--- src/rtl/cw_pkg.sv ---
package cw_pkg;
  localparam int IR_W = 3;

  typedef enum logic [IR_W-1:0] {
    OP_BYPASS  = 3'b000,
    OP_EXTEST  = 3'b001,
    OP_INTEST  = 3'b010,
    OP_PRELOAD = 3'b011,
    OP_CLAMP   = 3'b100,
    OP_SAFE    = 3'b101
  } cw_op_e;

  // Number of active strobes in a strobe vector.
  function automatic int strobe_count(input logic [3:0] s);
    int n;
    n = 0;
    for (int i = 0; i < 4; i++) n += int'(s[i]);
    return n;
  endfunction

  function automatic logic lone_strobe(input logic [3:0] s);
    return strobe_count(s) == 1;
  endfunction

  // Boundary chain sits between wsi and wso for these opcodes.
  function automatic logic uses_chain(input logic [IR_W-1:0] op);
    return (op == OP_EXTEST) || (op == OP_INTEST) || (op == OP_PRELOAD);
  endfunction

  function automatic logic drives_pins(input logic [IR_W-1:0] op);
    return (op == OP_EXTEST) || (op == OP_CLAMP);
  endfunction

  function automatic logic drives_core(input logic [IR_W-1:0] op);
    return op == OP_INTEST;
  endfunction

  function automatic logic is_safe(input logic [IR_W-1:0] op);
    return op == OP_SAFE;
  endfunction
endpackage

--- src/rtl/cw_instr_reg.sv ---
module cw_instr_reg
  import cw_pkg::*;
#(
  parameter logic [IR_W-1:0] CAPT_PAT = 3'b110
) (
  input  logic            wrck,
  input  logic            wrstn,
  input  logic            ev_cap,
  input  logic            ev_sh,
  input  logic            ev_upd,
  input  logic            wsi,
  output logic [IR_W-1:0] ir_sh,
  output logic [IR_W-1:0] ir_q
);
  logic [IR_W-1:0] sh_next;

  always_comb begin
    sh_next = ir_sh;
    if (ev_cap)     sh_next = CAPT_PAT;
    else if (ev_sh) sh_next = {wsi, ir_sh[IR_W-1:1]};
  end

  always_ff @(posedge wrck or negedge wrstn) begin
    if (!wrstn) ir_sh <= '0;
    else        ir_sh <= sh_next;
  end

  always_ff @(posedge wrck or negedge wrstn) begin
    if (!wrstn)      ir_q <= OP_BYPASS;
    else if (ev_upd) ir_q <= ir_sh;
  end

  AST_IR_CAPTURE: assert property (@(posedge wrck) disable iff (!wrstn)
    ev_cap |=> ir_sh == CAPT_PAT);
  AST_IR_SHIFT: assert property (@(posedge wrck) disable iff (!wrstn)
    ev_sh |=> ir_sh == {$past(wsi), $past(ir_sh[IR_W-1:1])});
  AST_IR_UPDATE: assert property (@(posedge wrck) disable iff (!wrstn)
    ev_upd |=> ir_q == $past(ir_sh));
endmodule

--- src/rtl/cw_bypass_bit.sv ---
module cw_bypass_bit (
  input  logic wrck,
  input  logic wrstn,
  input  logic ev_cap,
  input  logic ev_sh,
  input  logic wsi,
  output logic byp_q
);
  always_ff @(posedge wrck or negedge wrstn) begin
    if (!wrstn)      byp_q <= 1'b0;
    else if (ev_cap) byp_q <= 1'b0;
    else if (ev_sh)  byp_q <= wsi;
  end

  AST_BYP_CAPTURE: assert property (@(posedge wrck) disable iff (!wrstn)
    ev_cap |=> !byp_q);
  AST_BYP_SHIFT: assert property (@(posedge wrck) disable iff (!wrstn)
    ev_sh |=> byp_q == $past(wsi));
endmodule

--- src/rtl/cw_cell.sv ---
module cw_cell (
  input  logic wrck,
  input  logic wrstn,
  input  logic cti,
  input  logic cfi,
  input  logic ev_cap,
  input  logic ev_sh,
  input  logic ev_upd,
  input  logic ev_xfer,
  input  logic drive,
  input  logic cap_cfo,
  input  logic force_safe,
  input  logic safe_bit,
  output logic cfo,
  output logic cto,
  output logic upd_q
);
  logic sh_q;
  logic up_q;
  logic cap_val;

  assign cfo     = force_safe ? safe_bit : (drive ? up_q : cfi);
  assign cap_val = cap_cfo ? cfo : cfi;
  assign cto     = sh_q;
  assign upd_q   = up_q;

  always_ff @(posedge wrck or negedge wrstn) begin
    if (!wrstn)       sh_q <= 1'b0;
    else if (ev_cap)  sh_q <= cap_val;
    else if (ev_sh)   sh_q <= cti;
    else if (ev_xfer) sh_q <= up_q;
  end

  always_ff @(posedge wrck or negedge wrstn) begin
    if (!wrstn)      up_q <= 1'b0;
    else if (ev_upd) up_q <= sh_q;
  end

  AST_CELL_SHIFT: assert property (@(posedge wrck) disable iff (!wrstn)
    ev_sh |=> cto == $past(cti));
  AST_CELL_UPDATE: assert property (@(posedge wrck) disable iff (!wrstn)
    ev_upd |=> upd_q == $past(cto));
  AST_CELL_XFER: assert property (@(posedge wrck) disable iff (!wrstn)
    ev_xfer |=> cto == $past(upd_q));
  AST_CELL_HOLD: assert property (@(posedge wrck) disable iff (!wrstn)
    !(ev_cap || ev_sh || ev_xfer) |=> $stable(cto));
endmodule

--- src/rtl/core_wrapper_serial.sv ---
module core_wrapper_serial
  import cw_pkg::*;
#(
  parameter int               N_IN     = 4,
  parameter int               N_OUT    = 4,
  parameter logic [N_OUT-1:0] SAFE_VAL = '0,
  parameter logic [IR_W-1:0]  CAPT_PAT = 3'b110
) (
  input  logic             wrck,
  input  logic             wrstn,
  input  logic             sel_ir,
  input  logic             capture_wr,
  input  logic             shift_wr,
  input  logic             update_wr,
  input  logic             transfer_wr,
  input  logic             wsi,
  output logic             wso,
  input  logic [N_IN-1:0]  pin_in,
  output logic [N_IN-1:0]  core_in,
  input  logic [N_OUT-1:0] core_out,
  output logic [N_OUT-1:0] pin_out
);
  localparam int N_CELL = N_IN + N_OUT;

  // Strobe qualification: exactly one strobe may act.
  logic [3:0] strobes;
  logic       lone;
  logic       multi;
  assign strobes = {capture_wr, shift_wr, update_wr, transfer_wr};
  assign lone    = lone_strobe(strobes);
  assign multi   = strobe_count(strobes) > 1;

  logic [IR_W-1:0] ir_sh;
  logic [IR_W-1:0] ir_q;
  logic            chain_sel;
  logic            drv_pins;
  logic            drv_core;
  logic            safe_mode;

  assign chain_sel = uses_chain(ir_q);
  assign drv_pins  = drives_pins(ir_q);
  assign drv_core  = drives_core(ir_q);
  assign safe_mode = is_safe(ir_q);

  // Named event wires.
  logic ir_cap, ir_sh_ev, ir_upd;
  logic br_cap, br_sh, br_upd, br_xfer;
  logic by_cap, by_sh;

  assign ir_cap   = sel_ir & lone & capture_wr;
  assign ir_sh_ev = sel_ir & lone & shift_wr;
  assign ir_upd   = sel_ir & lone & update_wr;
  assign br_cap   = !sel_ir & chain_sel & lone & capture_wr;
  assign br_sh    = !sel_ir & chain_sel & lone & shift_wr;
  assign br_upd   = !sel_ir & chain_sel & lone & update_wr;
  assign br_xfer  = !sel_ir & chain_sel & lone & transfer_wr;
  assign by_cap   = !sel_ir & !chain_sel & lone & capture_wr;
  assign by_sh    = !sel_ir & !chain_sel & lone & shift_wr;

  cw_instr_reg #(.CAPT_PAT(CAPT_PAT)) u_ir (
    .wrck   (wrck),
    .wrstn  (wrstn),
    .ev_cap (ir_cap),
    .ev_sh  (ir_sh_ev),
    .ev_upd (ir_upd),
    .wsi    (wsi),
    .ir_sh  (ir_sh),
    .ir_q   (ir_q)
  );

  logic byp_q;
  cw_bypass_bit u_byp (
    .wrck   (wrck),
    .wrstn  (wrstn),
    .ev_cap (by_cap),
    .ev_sh  (by_sh),
    .wsi    (wsi),
    .byp_q  (byp_q)
  );

  // Boundary chain: link[0] is wsi, link[k+1] is the shift storage of cell k.
  logic [N_CELL:0]   link;
  logic [N_CELL-1:0] upd_bits;
  assign link[0] = wsi;

  for (genvar k = 0; k < N_CELL; k++) begin : g_cell
    if (k < N_IN) begin : g_in
      cw_cell u_cell (
        .wrck       (wrck),
        .wrstn      (wrstn),
        .cti        (link[k]),
        .cfi        (pin_in[k]),
        .ev_cap     (br_cap),
        .ev_sh      (br_sh),
        .ev_upd     (br_upd),
        .ev_xfer    (br_xfer),
        .drive      (drv_core),
        .cap_cfo    (drv_core),
        .force_safe (1'b0),
        .safe_bit   (1'b0),
        .cfo        (core_in[k]),
        .cto        (link[k+1]),
        .upd_q      (upd_bits[k])
      );
    end else begin : g_out
      localparam int J = k - N_IN;
      cw_cell u_cell (
        .wrck       (wrck),
        .wrstn      (wrstn),
        .cti        (link[k]),
        .cfi        (core_out[J]),
        .ev_cap     (br_cap),
        .ev_sh      (br_sh),
        .ev_upd     (br_upd),
        .ev_xfer    (br_xfer),
        .drive      (drv_pins),
        .cap_cfo    (drv_pins),
        .force_safe (safe_mode),
        .safe_bit   (SAFE_VAL[J]),
        .cfo        (pin_out[J]),
        .cto        (link[k+1]),
        .upd_q      (upd_bits[k])
      );
    end
  end

  // Serial output, retimed on the falling edge.
  logic so_next;
  always_comb begin
    if (sel_ir)         so_next = ir_sh[0];
    else if (chain_sel) so_next = link[N_CELL];
    else                so_next = byp_q;
  end

  always_ff @(negedge wrck or negedge wrstn) begin
    if (!wrstn) wso <= 1'b0;
    else        wso <= so_next;
  end

  AST_NO_COLLISION_EFFECT: assert property (@(posedge wrck) disable iff (!wrstn)
    multi |=> $stable(ir_q) && $stable(ir_sh) && $stable(byp_q)
              && $stable(link[N_CELL:1]) && $stable(upd_bits));
  AST_SAFE_PINS: assert property (@(posedge wrck) disable iff (!wrstn)
    (ir_q == OP_SAFE) |-> (pin_out == SAFE_VAL) && (core_in == pin_in));
  AST_TRANSPARENT: assert property (@(posedge wrck) disable iff (!wrstn)
    (ir_q == OP_BYPASS || ir_q == OP_PRELOAD) |->
      (core_in == pin_in) && (pin_out == core_out));
  AST_CLAMP_HOLD: assert property (@(posedge wrck) disable iff (!wrstn)
    (ir_q == OP_CLAMP) && $stable(ir_q) |-> $stable(pin_out));
  AST_SHIFT_KEEPS_PINS: assert property (@(posedge wrck) disable iff (!wrstn)
    br_sh && drv_pins |=> $stable(pin_out));
endmodule

--- config.mk ---
export PLATFORM = sky130hd
export DESIGN_NAME = core_wrapper_serial
export DESIGN_NICKNAME = d
export VERILOG_FILES = /design/src/rtl/cw_pkg.sv /design/src/rtl/cw_instr_reg.sv /design/src/rtl/cw_bypass_bit.sv /design/src/rtl/cw_cell.sv /design/src/rtl/core_wrapper_serial.sv
export SDC_FILE = /design/constraint.sdc
export NUM_CORES = 1
export LEC_CHECK = 0
export ABC_AREA = 1
export BUFFER_PORTS_ARGS = -buffer_cell sky130_fd_sc_hd__buf_2
export CAP_MARGIN = 20
export CORE_UTILIZATION = 50
export CTS_CLUSTER_DIAMETER = 40
export DETAILED_ROUTE_END_ITERATION = 16
export PLACE_DENSITY = 0.79
export SYNTH_ARGS = -nofsm -noshare
export SYNTH_HDL_FRONTEND = slang
export SYNTH_SLANG_ARGS = --single-unit
--- constraint.sdc ---
create_clock -name wrck -period 1.4 [get_ports wrck]
set_clock_uncertainty 0.05 [all_clocks]
set_input_delay 0.21 -clock wrck [delete_from_list [all_inputs] [get_ports wrck]]
set_output_delay 0.21 -clock wrck [all_outputs]
set_load 0.02 [all_outputs]
==> impl_results.md <==
- Outcome: finished, violations left
- Violations in the final reports: design-rule violations, negative setup slack
- Synthesized-area fraction occupied by ao, oa, aoi and oai cells: 0.105
- CP startpoint kind: primary input
- Number of register bits inferred by synthesis: 24
- Global Route met3 Usage: 0.0454
- Drt initial violations: ~140
- Post-synthesis xor/xnor area fraction: 0
- Wire length of the first global-routing pass: 7.42 mm
- Main combinational cell family by area after synthesis: simple AND/OR/NAND/NOR gates
- Initial antenna violation count: 0
- Post-synthesis to final-layout area growth: 63.2%
- Upper clock frequency limit: approximately 500 MHz
- Post-detailed-route count of antenna-violating nets: 0
- Synth Area in Adders: 0.0296
- Die width: between 50 and 60 µm
- Met2 track demand over resource in global routing: 0.506
- Via count of the first global-routing pass: 1630
- H-tree lvl count: 1
- Final Hold Viols: 0
- Synth warnings: 0
- WL/cell: 19.1 µm
- Unrepaired setup endpoints after global routing: yes
- Die height: ~57 µm
- Via count: around 1700
- Antenna diode count: 0
- Total I/O pin count: 25
- Cells after Synth: ~210
- Power per standard cell area: around 1900 nW/µm²
- Most frequent cells in the layout: 30 x nand2_1, 28 x buf_4, 23 x dfrtp_1
- Detailed placement HPWL: 2.57 mm
- Post-CTS clock slew at the launch and capture registers of the worst setup and hold paths: 0.14 ns
- Pins Over Slew Limit: 0
- Final routed DRC violation total: 4
- CTS tree: built
- Clock latency on the worst-skew pair: 0.32 ns
- Required time of the critical path: 1.57 ns
- Simple-gate area share of the yosys netlist: 0.312
- Total of max-cap violations: 0
- First-pass detailed-route iteration total: 11
- Final TNS setup: -14.61 ns
- Peak supply drop: roughly 1.0 mV
- Number of clock buffers inserted by TritonCTS: 3
- Largest stage delay on the critical path: 0.54 ns
- Shortest clock period the worst path allows after layout: 2.02 ns
- Leak Pwr: 0.00123 µW
- Last weighted congestion value of the routability-driven placer: about 0.77
- Total congestion overflow: 0
- Total Nets Final: 281
- Unique masters post-synth: 23
- Maximum fanout along the worst path: 7
- Core box area: 2830 µm²
- Worst setup slack after placement: -1.02 ns
- Crit path arrival time: 2.19 ns
- Start-to-end type of the worst setup path: primary input to flop
- Number of fill cells: 118
- Met1 layer usage reported by global route: 0.370
- Routed WL: 5.58 mm
- Most common cell after layout, fill and taps aside: nand2_1
- Portion of the clock cycle consumed by the worst path in the final layout: 1.44
- Share of synthesized area spent on multiplexers: 0.0222
- Cell chosen for the clock root: clkbuf_4
- Area of the mapped netlist: 1520 µm²
- Total of endpoints with negative setup slack in the final report: 33
- Cell Rows: 19
- CP Capture Type: flop
- Clk sink count: 24
- Pin count of the biggest net entering global routing: 24
- Relative slew slack: 0.792
- Layout cells sized above 1: 0.594
- Maximum count of clock buffers along a single path: 2
- Worst min-delay path class: primary input to flop
- Number of port buffers: 24
- Busiest grt layer: met2
- Drt via density: 5.91
- Worst hold slack across all endpoints: 0.187 ns
- Slew at the pin closest to its max-slew limit: between 0.3 and 0.4 ns
- Critical-path cell list: buf_8, inv_4, fa_1, inv_2, ha_4, ha_4, nor2_4, nand2_4, nor2_8, buf_6, nand3_1, nand3_1, a21oi_1
- Cell type of the slowest stage on the worst timing path: fa_1
- Initial cell density of the core: 0.537
- Overall Global Routing Usage: 0.295
- Worst setup margin: -0.617 ns
- Syn_area_per_cell: 7.31 µm²
- DIE AREA: around 3300 µm²
- Net Count, Synth: roughly 230
- Sequential area share after synthesis: 0.395
[worst max-delay path, delay by kind of cell]
family                     cells  cell delay, ns
and+or+nand+nor                5            0.67
adders and majority gates      3            0.92
AOI/OAI and AO/OA              1            0.08
buffers and inverters          4            0.33
[worst paths after layout]
check | from | cells past startpoint | to | slack [ns]
setup reg to reg | u_ir.ir_q[0] | 5 | wso | -0.39
hold / removal | wsi | 5 | u_ir.ir_sh[2] | 0.19
hold reg to reg | u_ir.ir_sh[2] | 2 | u_ir.ir_sh[2] | 0.45
min in group asynchronous | wrstn | 3 | g_cell[5].g_out.u_cell.cto | 0.39
max in group asynchronous | wrstn | 2 | wso | 0.41
setup / recovery | shift_wr | 13 | g_cell[7].g_out.u_cell.cto | -0.62
[synthesized netlist by cell type (all sizes together)]
cell type | number | area [µm²]
a21oi | 18 | 90.1
and2 | 4 | 25.0
buf | 10 | 76.3
clkbuf | 1 | 3.75
dfrtn | 1 | 25.0
dfrtp | 23 | 576
fa | 1 | 20.0
ha | 2 | 25.0
inv | 34 | 128
mux2 | 3 | 33.8
nand2 | 52 | 200
nand3 | 31 | 168
nor2 | 12 | 61.3
nor3 | 3 | 20.0
o21ai | 12 | 60.1
o221ai | 1 | 8.76
[report_power, final]
| part | switching, µW | internal (µW) | leakage (µW) |
|---|---|---|---|
| clock | 217 | 159 | 0.0000210 |
| combinational | 1680 | 1340 | 0.000905 |
| sequential | 316 | 988 | 0.000300 |
| total | 2210 | 2490 | 0.00123 |
[routing by layer]
metal / wire length (µm) / vias to the layer above
met2: 2840 / 119
met5: 0 / -
met1: 2080 / 806
li1: - / 771
met4: 248 / 0
met3: 408 / 30
[timing repair]
item / CTS / global route
hold buffers: 1 / 0
pin swaps: 18 / 19
gates resized for setup: 74 / 59
buffers inserted: 4 / 7
endpoints found under the setup margin: 33 / 33
endpoints found under the hold margin: 23 / 0
[layout make-up]
cell class,count,area (µm²),share of cell area
inverters,34,130,0.0524
clock buffers,4,36.3,0.0146
well taps,31,38.8,0.0156
repair buffers,60,507,0.204
multi-input cells,139,1170,0.471
flip-flops and latches,24,601,0.242
[metrics by stage]
stage          instances  total power, µW  utilization  area (µm²)
2_1_floorplan        208             2420            -        1610
3_3_place_gp         276             2840        0.655        1850
3_5_place_dp         276             2870        0.655        1850
4_1_cts              285             3850        0.766        2170
5_1_grt              292             4910        0.877        2480
6_report             292             4700        0.877        2480
[registers in the layout (all words and copies together), names as in the netlist]
name,cells
g_cell.g_in.u_cell.cto,4
g_cell.g_in.u_cell.upd_q,4
g_cell.g_out.u_cell.cto,4
g_cell.g_out.u_cell.upd_q,4
u_ir.ir_q,3
u_ir.ir_sh,3
u_byp.byp_q,1
wso,1
[cells by family after synthesis]
| group | Yosys count |
|---|---|
| buf+inv | 45 |
| flops | 24 |
| mux | 3 |
| compound gates | 31 |
| simple gates | 102 |
| fa+ha+maj | 3 |
(Power assumes the default switching activity.)
